<file path="config.mk">
export PLATFORM = sky130hd
export DESIGN_NAME = refdiv_top
export DESIGN_NICKNAME = d
export VERILOG_FILES = /design/src/rtl/refdiv_pkg.sv /design/src/rtl/refdiv_selreg.sv /design/src/rtl/refdiv_counter.sv /design/src/rtl/refdiv_top.sv
export SDC_FILE = /design/constraint.sdc
export NUM_CORES = 1
export LEC_CHECK = 0
export BUFFER_PORTS_ARGS = -buffer_cell sky130_fd_sc_hd__buf_2
export CAP_MARGIN = 0
export CORE_ASPECT_RATIO = 1.1
export CORE_UTILIZATION = 25
export DETAILED_ROUTE_END_ITERATION = 8
export PLACE_DENSITY = 0.56
export SYNTH_ARGS = -nofsm -noshare
export SYNTH_HDL_FRONTEND = slang
export SYNTH_HIERARCHICAL = 1
export SYNTH_SLANG_ARGS = --single-unit
export TNS_END_PERCENT = 50
</file>
<file path="constraint.sdc">
create_clock -name clk -period 2.9 [get_ports clk]
set_clock_uncertainty 0.1 [all_clocks]
set_input_delay 0.435 -clock clk [delete_from_list [all_inputs] [get_ports clk]]
set_output_delay 0.435 -clock clk [all_outputs]
set_load 0.05 [all_outputs]
</file>
<file path="src/rtl/refdiv_pkg.sv">
package refdiv_pkg;
  parameter int unsigned SEL_W = 4;
  parameter int unsigned REG_W = 8;
  typedef logic [SEL_W-1:0] sel_t;

  // Effective division factor: a zero selection behaves as one.
  function automatic sel_t eff_div(input sel_t s);
    return (s == '0) ? sel_t'(1) : s;
  endfunction
endpackage

</file>
<file path="src/rtl/refdiv_selreg.sv">
module refdiv_selreg
  import refdiv_pkg::*;
(
  input  logic             clk,
  input  logic             rst,
  input  logic             wr_en,
  input  logic [REG_W-1:0] wr_data,
  input  logic             pll_on,
  output sel_t             sel_q,
  output logic [REG_W-1:0] rd_data
);
  localparam int unsigned PAD_W = REG_W - SEL_W;

  logic wr_accept;
  logic wr_blocked;
  assign wr_accept  = wr_en & ~pll_on;
  assign wr_blocked = wr_en & pll_on;

  always_ff @(posedge clk) begin
    if (rst)            sel_q <= sel_t'(1);
    else if (wr_accept) sel_q <= wr_data[SEL_W-1:0];
  end

  assign rd_data = {{PAD_W{1'b0}}, sel_q};

  p_upper_zero_r1: assert property (@(posedge clk) disable iff (rst)
    rd_data[REG_W-1:SEL_W] == '0);
  p_reset_sel_r2: assert property (@(posedge clk)
    rst |=> (sel_q == sel_t'(1)));
  p_write_lands_r3: assert property (@(posedge clk) disable iff (rst)
    wr_accept |=> (sel_q == $past(wr_data[SEL_W-1:0])));
  p_locked_hold_r4: assert property (@(posedge clk) disable iff (rst)
    wr_blocked |=> $stable(sel_q));
endmodule

</file>
<file path="src/rtl/refdiv_counter.sv">
module refdiv_counter
  import refdiv_pkg::*;
(
  input  logic clk,
  input  logic rst,
  input  sel_t sel_q,
  output logic div_pulse
);
  sel_t cnt_q;
  sel_t cur_div_q;
  logic term_cnt;

  assign term_cnt  = (cnt_q == sel_t'(cur_div_q - sel_t'(1)));
  assign div_pulse = term_cnt;

  always_ff @(posedge clk) begin
    if (rst) begin
      cnt_q     <= '0;
      cur_div_q <= sel_t'(1);
    end else if (term_cnt) begin
      cnt_q     <= '0;
      cur_div_q <= eff_div(sel_q);
    end else begin
      cnt_q     <= cnt_q + sel_t'(1);
    end
  end

  p_zero_as_one_r5: assert property (@(posedge clk) disable iff (rst)
    term_cnt |=> (cur_div_q != '0));
  p_restart_r6: assert property (@(posedge clk) disable iff (rst)
    term_cnt |=> (cnt_q == '0));
  p_no_midload_r7: assert property (@(posedge clk) disable iff (rst)
    !term_cnt |=> $stable(cur_div_q));
endmodule

</file>
<file path="src/rtl/refdiv_top.sv">
module refdiv_top
  import refdiv_pkg::*;
(
  input  logic             clk,
  input  logic             rst,
  input  logic             wr_en,
  input  logic [REG_W-1:0] wr_data,
  input  logic             pll_on,
  output logic [REG_W-1:0] rd_data,
  output logic             div_pulse
);
  sel_t sel_q;

  refdiv_selreg u_selreg (
    .clk     (clk),
    .rst     (rst),
    .wr_en   (wr_en),
    .wr_data (wr_data),
    .pll_on  (pll_on),
    .sel_q   (sel_q),
    .rd_data (rd_data)
  );

  refdiv_counter u_counter (
    .clk       (clk),
    .rst       (rst),
    .sel_q     (sel_q),
    .div_pulse (div_pulse)
  );
endmodule

</file>
# [After elaboration in Yosys (flattened, before gate mapping)]
# Cells that the tools add are included.
[word_totals] register_bits=12 inputBits=12 output_inout_bits=9 elab_cells=11
[op_classes] addsub=2 n_eq_ne=1 muxes=1 bitwise=2 reduce_logical=2
[ops] op="4-bit by 1-bit adder with 4-bit output, second input constant" n=1
[ops] op="4-bit == test" n=1
[ops] op="4-bit zero test" n=1
[ops] op="4-bit two-way mux" n=1
[ops] op="4-bit by 1-bit subtractor with 4-bit output, second input constant" n=1
[ops] op="2-bit OR reduction" n=1
[ops] op="1-bit bitwise AND" n=1
[ops] op="1-bit inverter" n=1

# [Depth between registers and ports, before layout]
[logic_depth] ltp_word=3 mapped_depth=6 ltp_nobuf=6

# [Hierarchy]
# Netlist, hierarchy kept.
[by_module_without_submodules] module="refdiv_counter" n_inst=1 cells_each=41 area_each_um2=416.6 seq_area_each_um2=160.2
[by_module_without_submodules] module="refdiv_selreg" n_inst=1 cells_each=26 area_each_um2=242.7 seq_area_each_um2=80.1

# [Least setup slack after synthesis]
# OpenSTA, ideal clock, no wires.
[synth_path] kind="reg2out" startpoint="register u_counter.cur_div_q[0]" endpoint="output port div_pulse" arrival_ns=1.815 t_required_ns=2.365 path_slack_ns=0.550 stages_incl_launch_ff=6 path_buffers=0 cell_sequence="dfxtp_1 > inv_1 > ha_1 > xnor2_1 > xnor2_1 > nor4_4"
[synth_between] elab_chain_cells=2
[synth_lines] element="start: declaration" line="refdiv_counter.sv:10" rtl="sel_t cur_div_q;"
[synth_lines] element="start signal: assignment" line="refdiv_counter.sv:19" rtl="cur_div_q <= sel_t'(1);"
[synth_lines] element="start signal: assignment" line="refdiv_counter.sv:22" rtl="cur_div_q <= eff_div(sel_q);"
[synth_lines] element="4-bit by 1-bit subtractor with 4-bit output" line="refdiv_counter.sv:13" rtl="assign term_cnt = (cnt_q == sel_t'(cur_div_q - sel_t'(1)));"
[synth_lines] element="4-bit == test" line="refdiv_counter.sv:13"
[synth_lines] element="end: declaration" line="refdiv_top.sv:10" rtl="output logic div_pulse"
# Every way passes these cells.

# [Final worst setup path]
# Same ends and word-level chain as after synthesis.

==> metrics.md <==
| Metric | Value |
|---|---|
| Register bit count reported by yosys | 12 |
| Clock transition at path regs | 0.07 ns |
| Asr flop ratio synth | 0% |
| Mapped Area | 659 µm² |
| Antenna viol nets, final | 0 |
| Average routed wire per standard cell | 9.25 µm |
| Placed Cells | 105 |
| Initial core utilization | 26.4% |
| Max Clk Rate | 396 MHz |
| Max clock buf depth | 2 |
| Worst Path Max Fanout | 9 |
| First-pass GRT wire length | 1.91 mm |
| Final #Nets | 93 |
| Core Area | 2500 µm² |
| PostCTS Resize Cnt | 0 |
| Layout cells sized above 1 | 24.7% |
| Synthesis-to-finish area growth | 11.6% |
| Power share of the combinational group | 35.3% |
| Largest net degree at the start of global routing | 21 |
| Synth Flop Type | dfxtp_1 |
| Die height | 55.9 µm |
| Startpoint Class | flop |
| Hold crit path type | input pin to flop |
| Global Route Usage Sum | 8.98% |
| Fin. Hold Viols | 0 |
| GR met2 Demand/Resource | 15.6% |
| Critical Path End Type | output port |
| Drt initial violations | 9 |
| Vias in the first global route | 476 |
| Kind of critical path | flop to output port |
| Unrepaired setup endpoints after global routing | no |
| Initial antenna violation count | 0 |
| Max Slew Vio Count | 0 |
| Net switching power | 161 µW |
| Area share of the leading cell type in the synthesized netlist | 36.4% |
| Register area share after synthesis | 36.4% |
| Reg2Reg Depth | 7 |
| Most common cell in the netlist | dfxtp_1 |
| Clk root buf | clkbuf_4 |
| CP Data Required Time | 2.37 ns |
| Clock Power Share | 22.2% |
| Mapped Cells | 67 |
| Setup bufs post-CTS | 0 |
| Total clock sinks | 12 |
| CTS tree | built |
| Via density | 4.18 |
| Total die area | 2850 µm² |
| DRT Pass-1 Iters | 3 |
| Worst Path Arrival | 1.99 ns |
| Routability cong. | 0.657 |
| H-tree depth | 1 |
| Hold path depth | 3 |
| Grt met1 use | 9.60% |
| Max capacitance violation total | 0 |
| Sw Share | 36.2% |
| Post-synth EDFFs | 0 |
| GRT overflow | 0 |
| Port buffer count | 12 |
| Sequential power share | 42.4% |
| Cell taking the most area after synthesis | dfxtp_1 |
| Final period util | 87.1% |
| Std-Cell Rows | 19 |
| Final Non-Filler Cells | 108 |
| Most instantiated cells after synthesis | dfxtp_1, nand2b_1, buf_4 |
| IO Pins | 21 |
| Min Tclk post-route | 2.53 ns |
| Top post-synthesis cells by area | dfxtp_1, xnor2_1, buf_4, nand2b_1, mux2i_1 |
| Antenna diodes | 0 |
| Leak | 0.000303 µW |
| Pint | 283 µW |
| Latest clock arrival within the worst-skew pair | 0.27 ns |
| Setup TNS | 0 ns |
| Syn_area_per_cell | 9.84 µm² |
| Hold-fix buffers, CTS | 0 |
| Routed WL | 999 µm |
| Final hold slack | 0.333 ns |
| Global route hottest layer | met2 |
| Synth cell types | 19 |
| Drc violations | 0 |
| Yosys warns | 6 |
| Via Count | 451 |
| VDD IR max | 234 µV |
| Outcome | completed |
| Final setup viols | 0 |
| Total power | 444 µW |
| M3 GR Usage | 1.64% |
| Die Width | 51.0 µm |
| Pwr per Cell Area | 603 nW/µm² |
| CTS Buf Count | 3 |
-- metal layers --
layer | wire (µm) | part of all wire (%) | vias to the layer above
met5 | 0 | 0 | -
met4 | 19 | 1.9 | 0
met3 | 41 | 4.1 | 2
met2 | 487 | 49 | 13
met1 | 452 | 45 | 203
li1 | - | - | 233
-- cell families after synthesis --
| group | count (synthesis) | share of synthesized area, % |
|---|---|---|
| AO/OA/AOI/OAI | 3 | 2.28 |
| buffers and inverters | 11 | 10.8 |
| flip-flops | 12 | 36.4 |
| adder cells (fa/ha/maj) | 2 | 3.79 |
| AND/OR/NAND/NOR | 25 | 27.9 |
| other | 1 | 0.569 |
| XOR/XNOR | 8 | 10.6 |
| multiplexers | 5 | 7.59 |
-- power by group through the flow --
stage | registers [µW] | logic (µW) | clock network (µW)
floorplan | 199 | 122 | 0
global placement | 192 | 157 | 0
detailed placement | 193 | 159 | 0
CTS | 189 | 159 | 106
global route | 191 | 170 | 113
finish | 188 | 157 | 98.7
-- placed cells by master (no fill, tap or decap) --
cell	n
buf_2	12
dfxtp_1	12
nand2b_1	9
xnor2_1	7
nor3_1	5
mux2i_1	5
conb_1	4
clkbuf_4	3
nor2_1	3
nand4bb_1	3
o21ai_1	3
inv_1	2
ha_1	2
buf_4	1
nor3_2	1
nor4_4	1
nor3b_1	1
nand3_1	1
xor2_1	1
nor2b_4	1
-- worst max-delay path, stage by stage (launching register included) --
cell and delay (ns):
dfxtp_1 0.41, inv_1 0.07, ha_1 0.20, xnor2_1 0.18, xnor2_1 0.13, nor4_4 0.25
buf_4 0.21, buf_2 0.28
-- final cells by class --
cell class | count | area [µm²]
fill | 269 | 1760
multi-input combinational | 47 | 359
sequential | 12 | 240
timing repair buffer | 13 | 67.6
tap | 31 | 38.8
clock buffer | 3 | 22.5
inverter | 2 | 7.51
-- state kept, by name, indices dropped and copies added (netlist names) --
signal	count
u_counter/cnt_q	4
u_counter/cur_div_q	4
u_selreg/sel_q	4
-- final timing paths --
kind,start,end,slack (ns)
max,u_counter/cur_div_q[0]$_SDFFE_PP1N_,div_pulse,0.37
max reg2reg,u_counter/cur_div_q[0]$_SDFFE_PP1N_,u_counter/cur_div_q[2]$_SDFFE_PP0N_,1.09
min reg2reg,u_counter/cur_div_q[3]$_SDFFE_PP0N_,u_counter/cur_div_q[3]$_SDFFE_PP0N_,0.39
min,wr_data[0],u_selreg/sel_q[0]$_SDFFE_PP1P_,0.33
-- through the flow --
stage	setup WS (ns)	utilization [%]	cell area (µm²)
2_1_floorplan	0.550	-	671
3_3_place_gp	0.696	28.6	713
3_5_place_dp	0.650	28.6	713
4_1_cts	0.334	29.5	736
5_1_grt	0.179	29.5	736
6_report	0.375	29.5	736
(Power assumes the default switching activity.)
